File: config.mk
export PLATFORM = sky130hd
export DESIGN_NAME = irq_edge_ctrl
export DESIGN_NICKNAME = d
export VERILOG_FILES = /design/src/rtl/irq_pkg.sv /design/src/rtl/irq_edge_fsm.sv /design/src/rtl/irq_chan_regs.sv /design/src/rtl/irq_prio_pick.sv /design/src/rtl/irq_edge_ctrl.sv
export SDC_FILE = /design/constraint.sdc
export NUM_CORES = 1
export LEC_CHECK = 0
export ABC_AREA = 1
export ABC_CLOCK_PERIOD_IN_PS = 13790
export BUFFER_PORTS_ARGS = -buffer_cell sky130_fd_sc_hd__buf_2
export CAP_MARGIN = 20
export CORE_MARGIN = 2
export CORE_UTILIZATION = 50
export CTS_CLUSTER_SIZE = 20
export DETAILED_ROUTE_END_ITERATION = 16
export HOLD_SLACK_MARGIN = 0.1
export MAX_ROUTING_LAYER = met4
export PLACE_DENSITY = 0.81
export SYNTH_ARGS = -nofsm -noshare
export SYNTH_HDL_FRONTEND = slang
export SYNTH_SLANG_ARGS = --single-unit
File: constraint.sdc
create_clock -name clk -period 13.79 [get_ports clk]
set_input_delay 3.4475 -clock clk [delete_from_list [all_inputs] [get_ports clk]]
set_output_delay 3.4475 -clock clk [all_outputs]
set_load 0.005 [all_outputs]
File: src/rtl/irq_pkg.sv
package irq_pkg;
    localparam int LVL_W = 3;
    localparam int DW    = 8;

    typedef enum logic {
        LVL_LOW  = 1'b0,
        LVL_HIGH = 1'b1
    } pin_state_e;

    typedef struct packed {
        logic [1:0]       spare;
        logic             rsv;
        logic             pol;
        logic             pend;
        logic [LVL_W-1:0] lvl;
    } ctl_reg_t;
endpackage

File: src/rtl/irq_edge_fsm.sv
module irq_edge_fsm
    import irq_pkg::*;
#(
    parameter int NCH = 6
) (
    input  logic           clk,
    input  logic           rst_n,
    input  logic [NCH-1:0] pin,
    input  logic [NCH-1:0] pol,
    input  logic [NCH-1:0] both,
    output logic [NCH-1:0] edge_hit
);
    for (genvar i = 0; i < NCH; i++) begin : g_ch
        logic       s1_q, s2_q;
        pin_state_e state_q, state_n;
        logic       hit;

        always_ff @(posedge clk or negedge rst_n) begin
            if (!rst_n) begin
                s1_q <= 1'b0;
                s2_q <= 1'b0;
            end else begin
                s1_q <= pin[i];
                s2_q <= s1_q;
            end
        end

        always_ff @(posedge clk or negedge rst_n) begin
            if (!rst_n) state_q <= LVL_LOW;
            else        state_q <= state_n;
        end

        always_comb begin
            state_n = state_q;
            hit     = 1'b0;
            unique case (state_q)
                LVL_LOW: if (s2_q) begin
                    state_n = LVL_HIGH;
                    hit     = both[i] | pol[i];
                end
                LVL_HIGH: if (!s2_q) begin
                    state_n = LVL_LOW;
                    hit     = both[i] | ~pol[i];
                end
                default: state_n = LVL_LOW;
            endcase
        end

        assign edge_hit[i] = hit;
    end
endmodule

File: src/rtl/irq_chan_regs.sv
module irq_chan_regs
    import irq_pkg::*;
#(
    parameter int NCH    = 6,
    parameter int ADDR_W = 3
) (
    input  logic                  clk,
    input  logic                  rst_n,
    input  logic                  wr,
    input  logic [ADDR_W-1:0]     addr,
    input  logic [DW-1:0]         wdata,
    input  logic [NCH-1:0]        edge_hit,
    output ctl_reg_t [NCH-1:0]    ctl,
    output logic [NCH-1:0]        both,
    output logic [DW-1:0]         rd_data
);
    localparam logic [ADDR_W-1:0] BOTH_ADDR = ADDR_W'(NCH);

    ctl_reg_t [NCH-1:0] ctl_q;
    logic [NCH-1:0]     both_q;
    logic [DW-1:0]      rd_next;

    for (genvar i = 0; i < NCH; i++) begin : g_reg
        logic sel;
        assign sel = wr && (addr == ADDR_W'(i));

        always_ff @(posedge clk or negedge rst_n) begin
            if (!rst_n) begin
                ctl_q[i] <= '0;
            end else begin
                if (sel) begin
                    ctl_q[i].lvl <= wdata[LVL_W-1:0];
                    ctl_q[i].pol <= wdata[4];
                    ctl_q[i].rsv <= wdata[5];
                end
                // event beats a clearing write; writing one never sets
                ctl_q[i].pend <= edge_hit[i] |
                                 (ctl_q[i].pend & (~sel | wdata[3]));
                ctl_q[i].spare <= 2'b00;
            end
        end
    end

    always_ff @(posedge clk or negedge rst_n) begin
        if (!rst_n)                        both_q <= '0;
        else if (wr && addr == BOTH_ADDR)  both_q <= wdata[NCH-1:0];
    end

    always_comb begin
        rd_next = '0;
        for (int i = 0; i < NCH; i++) begin
            if (addr == ADDR_W'(i)) begin
                rd_next      = ctl_q[i];
                rd_next[7:6] = 2'b00;
            end
        end
        if (addr == BOTH_ADDR) rd_next[NCH-1:0] = both_q;
    end

    always_ff @(posedge clk or negedge rst_n) begin
        if (!rst_n) rd_data <= '0;
        else        rd_data <= rd_next;
    end

    assign ctl  = ctl_q;
    assign both = both_q;
endmodule

File: src/rtl/irq_prio_pick.sv
module irq_prio_pick
    import irq_pkg::*;
#(
    parameter int NCH    = 6,
    parameter int ADDR_W = 3
) (
    input  logic [NCH-1:0]            pend,
    input  logic [NCH-1:0][LVL_W-1:0] lvl,
    output logic                      valid,
    output logic [ADDR_W-1:0]         chan,
    output logic [LVL_W-1:0]          win_lvl
);
    always_comb begin
        chan    = '0;
        win_lvl = '0;
        for (int i = 0; i < NCH; i++) begin
            if (pend[i] && (lvl[i] > win_lvl)) begin
                win_lvl = lvl[i];
                chan    = ADDR_W'(i);
            end
        end
        valid = (win_lvl != '0);
    end
endmodule

File: src/rtl/irq_edge_ctrl.sv
module irq_edge_ctrl
    import irq_pkg::*;
#(
    parameter int NCH = 6,
    localparam int ADDR_W = $clog2(NCH + 1)
) (
    input  logic                   clk,
    input  logic                   rst_n,
    input  logic [NCH-1:0]         irq_pin,
    input  logic [ADDR_W-1:0]      bus_addr,
    input  logic                   bus_wr,
    input  logic [DW-1:0]          bus_wdata,
    output logic [DW-1:0]          rd_data,
    output logic [NCH-1:0]         chan_pend,
    output logic [NCH*LVL_W-1:0]   chan_lvl,
    output logic                   req_valid,
    output logic [ADDR_W-1:0]      req_chan,
    output logic [LVL_W-1:0]       req_lvl
);
    ctl_reg_t [NCH-1:0]            ctl;
    logic [NCH-1:0]                both;
    logic [NCH-1:0]                pol;
    logic [NCH-1:0]                edge_hit;
    logic [NCH-1:0][LVL_W-1:0]     lvl;

    for (genvar i = 0; i < NCH; i++) begin : g_map
        assign pol[i]                   = ctl[i].pol;
        assign chan_pend[i]             = ctl[i].pend;
        assign lvl[i]                   = ctl[i].lvl;
        assign chan_lvl[i*LVL_W +: LVL_W] = ctl[i].lvl;
    end

    irq_edge_fsm #(.NCH(NCH)) u_edge (
        .clk      (clk),
        .rst_n    (rst_n),
        .pin      (irq_pin),
        .pol      (pol),
        .both     (both),
        .edge_hit (edge_hit)
    );

    irq_chan_regs #(.NCH(NCH), .ADDR_W(ADDR_W)) u_regs (
        .clk      (clk),
        .rst_n    (rst_n),
        .wr       (bus_wr),
        .addr     (bus_addr),
        .wdata    (bus_wdata),
        .edge_hit (edge_hit),
        .ctl      (ctl),
        .both     (both),
        .rd_data  (rd_data)
    );

    irq_prio_pick #(.NCH(NCH), .ADDR_W(ADDR_W)) u_pick (
        .pend    (chan_pend),
        .lvl     (lvl),
        .valid   (req_valid),
        .chan    (req_chan),
        .win_lvl (req_lvl)
    );
endmodule

==> results of run 1 <==
## worst max-delay path: cells and delay by family (launching register included)
family | cells | cell delay (ns)
and+or+nand+nor | 23 | 2.41
buffers and inverters | 8 | 0.73
adders and majority gates | 5 | 1.46
DFF | 1 | 0.42
AOI/OAI and AO/OA | 8 | 1.33
## layout make-up
type                    instances  area share (%)
clock buffers                  14            4.60
flip-flops and latches         66            44.0
multi-input cells             259            35.9
well taps                      80            2.67
clock inverters                 2           0.267
inverters                      52            5.20
repair buffers                 55            7.40
## worst paths after layout
path	start	to	slack [ns]	cells after the start
min in group asynchronous	rst_n	u_regs.ctl[3]$_DFF_PN0_	3.28	2
min reg2reg	u_edge.g_ch[1].s1_q$_DFF_PN0_	u_edge.g_ch[1].s2_q$_DFF_PN0_	0.35	0
min	u_edge.g_ch[1].s1_q$_DFF_PN0_	u_edge.g_ch[1].s2_q$_DFF_PN0_	0.35	0
max	u_regs.ctl[2]$_DFFE_PN0P_	req_valid	3.66	44
max in group asynchronous	rst_n	u_regs.ctl[17]$_DFFE_PN0P_	9.98	2
max reg2reg	u_regs.ctl[3]$_DFF_PN0_	u_regs.rd_data[3]$_DFF_PN0_	12.42	5
## cell families after synthesis
group | count (synthesis) | synth area share, %
compound gates | 86 | 14.3
simple gates | 161 | 21.3
flops | 66 | 48.4
other cells | 1 | 0.110
buf+inv | 85 | 12.2
fa+ha+maj | 10 | 3.67
## synthesized netlist by cell type (2+ instances only)
cell type / count / area (sq um)
sky130_fd_sc_hd__nand4_1: 5 / 31.3
sky130_fd_sc_hd__nand2_2: 6 / 37.5
sky130_fd_sc_hd__buf_4: 26 / 195
sky130_fd_sc_hd__nor2_1: 20 / 75.1
sky130_fd_sc_hd__nand3_1: 15 / 75.1
sky130_fd_sc_hd__a22o_1: 2 / 17.5
sky130_fd_sc_hd__clkbuf_1: 7 / 26.3
sky130_fd_sc_hd__inv_2: 2 / 7.51
sky130_fd_sc_hd__o22ai_1: 3 / 18.8
sky130_fd_sc_hd__o221ai_1: 2 / 17.5
sky130_fd_sc_hd__o21ai_0: 54 / 270
sky130_fd_sc_hd__dfrtp_1: 66 / 1650
sky130_fd_sc_hd__nand2_1: 100 / 375
sky130_fd_sc_hd__a221oi_1: 2 / 17.5
sky130_fd_sc_hd__nand2_4: 3 / 33.8
sky130_fd_sc_hd__nand3_2: 6 / 60.1
sky130_fd_sc_hd__o2111ai_1: 2 / 17.5
sky130_fd_sc_hd__inv_1: 50 / 188
sky130_fd_sc_hd__a21oi_1: 11 / 55.1
sky130_fd_sc_hd__o211ai_1: 7 / 52.6
sky130_fd_sc_hd__ha_1: 10 / 125
sky130_fd_sc_hd__or2_2: 2 / 12.5
## power by group
group	internal [mW]	total, mW	switching (mW)
logic	0.123	0.299	0.176
clock network	0.0795	0.147	0.0672
registers	0.220	0.246	0.0260
total	0.423	0.693	0.269
## through the flow
step / total power, mW / setup WS (ns) / utilization (%)
after floorplan: 0.465 / 4.94 / -
after global placement: 0.531 / 4.39 / 53.4
after detailed placement: 0.550 / 4.02 / 53.4
after CTS: 0.697 / 3.63 / 56.2
after global routing: 0.754 / 3.04 / 56.2
final: 0.693 / 3.66 / 56.2
## routing by layer
layer  vias up  wire (um)  global-route usage [%]
met3        20        308                    3.43
met4         0        178                    9.23
met2        89       3580                    36.6
li1       1379          -                       -
met5         -          0                       -
met1      1320       3320                    28.5
## flip-flops by register name, indices dropped and copies added (netlist names)
name and count:
u_edge.g_ch.state_q 6, u_edge.g_ch.s2_q 6, u_regs.rd_data 6, u_regs.ctl 36, u_edge.g_ch.s1_q 6, u_regs.both 6
==> parameters.txt, run 1 <==
Parameter                              Value

Worst setup path
  Slowest stage cell on the critical path    sky130_fd_sc_hd__dfrtp_1
  Required time worst endpoint    10.34 ns
  CP max FO    7
  Top cell by count, worst path    sky130_fd_sc_hd__nand2_1
  Sort of element at the start of the critical path    flop
  Category of the critical setup timing path    flop to output pin
  Slowest Stage Delay on Critical Path    0.42 ns
  Critical Path Sink Type    output pin
  Data arrival time at the worst-slack endpoint    about 6.7 ns

Final layout
  Commonest non-fill, non-tap cells in the layout    sky130_fd_sc_hd__nand2_1, sky130_fd_sc_hd__dfrtp_1, sky130_fd_sc_hd__o21ai_0, sky130_fd_sc_hd__buf_2, sky130_fd_sc_hd__inv_1
  Proportion of layout cells with a drive suffix above 1    20.1%
  Register area    about 1700 sq um
  Number of fill cells    roughly 610
  Final cell count without fillers    528
  Area added between synthesis and finish    10.1%
  Leading cell type in the layout, fill and taps excluded    sky130_fd_sc_hd__nand2_1
  Number of antenna repair diodes    0
  Area of the multi-input gates    1350 sq um
  Post-Layout Inst Area    ~3800 sq um
  NumNets Final    roughly 470

Pwr
  Power density over the cells    185 nW/um^2
  Static leakage    approximately 2.0 nW
  IR Drop Worst-Case VDD    about 64 uV

STA
  Headroom to the max-slew limit    46.2%
  Hold Slack    0.351 ns
  RSZ-0062 raised after global routing    no
  Crit share post-route    roughly 73%
  Count of final setup violators    0
  Skew final    0.00576 ns
  Transition time at the pin with the least slew margin    0.807 ns
  Total count of hold-check failures in the final report    0
  Pins Over Slew Limit    0
  Final critical path time including I/O delays and setup    10.13 ns
  Upper clock frequency limit    slightly below 0.1 GHz
  Setup_tns    0 ns

Yosys
  Fraction of the yosys area taken by sequential cells    48.4%
  Number of instances in the synthesized netlist    409
  Number of flops mapped to enable cells by yosys    0
  Synthesis Warnings    0
  Flip-flop and latch count after synthesis    66
  Netlist area before placement    3410 sq um
  Fraction of synthesis flops using an asynchronous set or reset pin    100%
  Number of distinct library cell variants in the gate-level netlist after synthesis    30
  Per-instance average area after synthesis    around 8.3 sq um
  Leading register cell type out of synthesis    sky130_fd_sc_hd__dfrtp_1

Clock network
  Clock tree from TritonCTS    built
  Maximum clock insertion buffer count    2
  Clock root buffer master    sky130_fd_sc_hd__clkbuf_8
  Number of H-tree levels    3
  Number of clock sinks    66
  PostCTS Resize Cnt    0
  Insertion delay to the later sink of the worst-skew pair    around 0.34 ns
  Total of hold buffers inserted after clock tree synthesis    0
  Number of buffers created by CTS    9
  Clock-pin slew reported for the worst setup and hold paths after clock tree synthesis    0.07 ns
  Number of setup buffers added after CTS    0

Routing
  WL final    7390 um
  Final ANT Viol Nets    0
  Number of iterations in the first detailed-routing pass    5
  Detailed-route wire length per cell    14.0 um
  Post-route DRC violation count    0
  Vias after detailed routing    between 2000 and 3000
  Via count normalized by instance count    5.32
  Detailed Route Iter0 Violations    226

Global routing
  GRT Resource Usage Total    22.6%
  Via count of the first global-routing pass    2738
  Wire length of the first global-routing pass    12700 um
  Largest net degree at the start of global routing    67
  Antenna violations before repair    0
  Aggregate global routing overflow    0

Die
  Die H    86.6 um
  Starting Density    51.0%
  I/O pin cnt    59
  Core ar.    6680 sq um
  FP Rows    30
  Horizontal die dimension    between 80 and 90 um
  DIE AREA    between 7000 and 8000 sq um

Min path
  Worst min-delay path category    flop to flop

Placement
  Total instance count after detailed placement    512
  Port buffer count    54
  Final GP Congestion    0.871
  Post-placement cell area    approximately 3600 sq um
  HPWL reported at the end of detailed placement    5600 um

Status
  Status    completed

Run
  Max-cap check violation count    0
No activity file was read; power rests on OpenSTA's default activity.
==> run 2, diff against run 1 <==
--- a/config.mk
+++ b/config.mk
@@ -6,7 +6,7 @@
 export NUM_CORES = 1
 export LEC_CHECK = 0
 export ABC_AREA = 1
-export ABC_CLOCK_PERIOD_IN_PS = 13790
+export ABC_CLOCK_PERIOD_IN_PS = 8900
 export BUFFER_PORTS_ARGS = -buffer_cell sky130_fd_sc_hd__buf_2
 export CAP_MARGIN = 20
 export CORE_MARGIN = 2
@@ -15,7 +15,7 @@
 export DETAILED_ROUTE_END_ITERATION = 16
 export HOLD_SLACK_MARGIN = 0.1
 export MAX_ROUTING_LAYER = met4
-export PLACE_DENSITY = 0.81
+export PLACE_DENSITY = 0.84
 export SYNTH_ARGS = -nofsm -noshare
 export SYNTH_HDL_FRONTEND = slang
 export SYNTH_SLANG_ARGS = --single-unit
==> constraint.sdc (replaced) <==
create_clock -name clk -period 8.9 [get_ports clk]
set_input_delay 2.225 -clock clk [delete_from_list [all_inputs] [get_ports clk]]
set_output_delay 2.225 -clock clk [all_outputs]
set_load 0.005 [all_outputs]
==> parameters.txt, run 2 (same netlist as run 1, synthesis figures left out) <==
Parameter                              Value

Placement
  Post-place setup slack    0.523 ns (-3.49 ns)
  Final GP Congestion    0.901 (+3.4%)
  HPWL reported at the end of detailed placement    5490 um (-2.0%)
  Port buffer count    54 (unchanged)
  Total instance count after detailed placement    512 (unchanged)
  Post-placement cell area    3570 sq um (unchanged)

Pwr
  Static leakage    2.00 nW (+1.4%)
  Cell-internal power    0.691 mW (+63%)
  Power consumption    1.12 mW (+62%)
  Net load switching power    0.431 mW (+60%)
  Clock network fraction of design power    22.3% (+1.1 points)
  Flop pwr share    34.1% (-1.5 points)
  Power density over the cells    294 nW/um^2 (+59%)
  IR Drop Worst-Case VDD    87.0 uV (+36%)
  Combinational Power Share    43.6% (+0.4 points)
  Switching share of power    38.4% (-0.48 points)

Die
  DIE AREA    7500 sq um (unchanged)
  Core ar.    6680 sq um (unchanged)
  FP Rows    30 (unchanged)
  I/O pin cnt    59 (unchanged)
  Die H    86.6 um (unchanged)
  Starting Density    51.0% (unchanged)
  Horizontal die dimension    86.6 um (unchanged)

STA
  Final critical path time including I/O delays and setup    8.49 ns
  Setup_tns    0 ns (unchanged)
  Crit share post-route    95.4%
  Count of final setup violators    0 (unchanged)
  Upper clock frequency limit    0.118 GHz
  Headroom to the max-slew limit    46.3% (+0.087 points)
  Final setup margin    0.410 ns (-3.25 ns)
  Pins Over Slew Limit    0 (unchanged)
  Total count of hold-check failures in the final report    0 (unchanged)
  Hold Slack    0.347 ns (-0.00420 ns)
  Transition time at the pin with the least slew margin    0.806 ns (-0.00130 ns)
  Skew final    0.00630 ns (+0.000532 ns)

Worst setup path
  Kind of cell with the highest combined delay on the critical path    simple AND/OR/NAND/NOR gates
  CP max FO    7 (unchanged)
  Slowest stage cell on the critical path    sky130_fd_sc_hd__dfrtp_1
  Sort of element at the start of the critical path    flop
  Critical Path Sink Type    output pin
  Top cell by count, worst path    sky130_fd_sc_hd__nand2_1
  CP bufs+invs    8 (unchanged)
  Category of the critical setup timing path    flop to output pin
  Required time worst endpoint    6.68 ns (-3.66 ns)
  Data arrival time at the worst-slack endpoint    6.26 ns (-0.42 ns)
  Slowest Stage Delay on Critical Path    0.39 ns (-0.03 ns)

Final layout
  Proportion of layout cells with a drive suffix above 1    21.5% (+1.4 points)
  Fin util    57.1% (+0.90 points)
  NumNets Final    477 (+0.85%)
  Final cell count without fillers    532 (+0.76%)
  Area added between synthesis and finish    11.8%
  Number of antenna repair diodes    0 (unchanged)
  Commonest non-fill, non-tap cells in the layout    sky130_fd_sc_hd__nand2_1, sky130_fd_sc_hd__dfrtp_1, sky130_fd_sc_hd__buf_2
  Flip-flop count of the largest register after layout    36 (unchanged)
  Leading cell type in the layout, fill and taps excluded    sky130_fd_sc_hd__nand2_1
  Post-Layout Inst Area    3810 sq um (+1.6%)

Global routing
  Wire length of the first global-routing pass    12200 um (-4.0%)
  Largest net degree at the start of global routing    67 (unchanged)
  Antenna violations before repair    0 (unchanged)
  Aggregate global routing overflow    0 (unchanged)
  Via count of the first global-routing pass    2604 (-4.9%)
  GRT Resource Usage Total    21.5% (-1.0 points)

Routing
  Detailed Route Iter0 Violations    263 (+16%)
  Vias after detailed routing    2840 (+1.1%)
  WL final    7520 um (+1.7%)
  Final ANT Viol Nets    0 (unchanged)
  Number of iterations in the first detailed-routing pass    7 (+2)
  Detailed-route wire length per cell    14.1 um (+0.97%)
  Via count normalized by instance count    5.34 (+0.38%)
  Post-route DRC violation count    0 (unchanged)

Clock network
  Number of H-tree levels    3 (unchanged)
  Number of clock sinks    66 (unchanged)
  Clock root buffer master    sky130_fd_sc_hd__clkbuf_8
  Number of buffers created by CTS    9 (unchanged)
  Clock tree from TritonCTS    built
  Insertion delay to the later sink of the worst-skew pair    0.34 ns (about the same)
  Clock-pin slew reported for the worst setup and hold paths after clock tree synthesis    0.07 ns (about the same)
  Maximum clock insertion buffer count    2 (unchanged)
  Total of hold buffers inserted after clock tree synthesis    0 (unchanged)

Run
  Max-cap check violation count    0 (unchanged)

Min path
  Worst min-delay path category    flop to flop

Status
  Status    completed
## run 2: changes by cell type in the layout (fill, tap and decap cells not counted), sizes merged
| cell | change |
|---|---|
| buf | +4 |
| bufinv | +1 |
| clkinv | -1 |
## run 2: timing repair
item	4_1_cts	5_1_grt
gates resized for setup	0	7
endpoints found under the hold margin	0	0
setup endpoints to repair	0	7
buffers inserted	0	4
## run 2: path summary, 6_finish.rpt
kind	from	to	slack, ns	depth (start not counted)
worst max-delay path	u_regs.ctl[0]$_DFFE_PN0P_	req_valid	0.41	44
worst min-delay path	u_edge.g_ch[2].s1_q$_DFF_PN0_	u_edge.g_ch[2].s2_q$_DFF_PN0_	0.35	0
worst max register to register	u_regs.ctl[3]$_DFF_PN0_	u_regs.rd_data[3]$_DFF_PN0_	7.44	5
worst min register to register	u_edge.g_ch[2].s1_q$_DFF_PN0_	u_edge.g_ch[2].s2_q$_DFF_PN0_	0.35	0
max in group asynchronous	rst_n	u_regs.rd_data[0]$_DFF_PN0_	6.32	2
min in group asynchronous	rst_n	u_edge.g_ch[5].s1_q$_DFF_PN0_	2.06	2
## run 2: layer usage
| metal | up-vias | wire length, um | share of wire [%] | GRT usage, % |
|---|---|---|---|---|
| li1 | 1385 | - | - | - |
| met1 | 1338 | 3290 | 44 | 27.1 |
| met2 | 100 | 3650 | 48 | 33.6 |
| met3 | 17 | 427 | 5.7 | 5.81 |
| met4 | 0 | 159 | 2.1 | 7.95 |
| met5 | - | 0 | 0 | - |
## run 2: power groups by stage
| stage | clock [mW] | combinational [mW] | sequential (mW) |
|---|---|---|---|
| after floorplan | 0 | 0.347 | 0.375 |
| after global placement | 0 | 0.436 | 0.385 |
| after detailed placement | 0 | 0.458 | 0.387 |
| after CTS | 0.254 | 0.460 | 0.382 |
| after global routing | 0.268 | 0.555 | 0.388 |
| final | 0.250 | 0.489 | 0.382 |
## run 2: worst register-to-register path: stages (launching register included)
cell and delay (ns):
sky130_fd_sc_hd__dfrtp_1 0.44, sky130_fd_sc_hd__a22o_1 0.26, sky130_fd_sc_hd__a21oi_1 0.16, sky130_fd_sc_hd__o211ai_1 0.11, sky130_fd_sc_hd__a211oi_1 0.26, sky130_fd_sc_hd__a21oi_1 0.10
## run 2: area by class of cell
class | instances | area [sq um]
multi-input cells | 259 | 1360
inverters | 52 | 195
repair buffers | 59 | 308
clock buffers | 14 | 163
fillers | 620 | 2870
clock inverters | 2 | 35.0
flip-flops and latches | 66 | 1650
well taps | 80 | 100
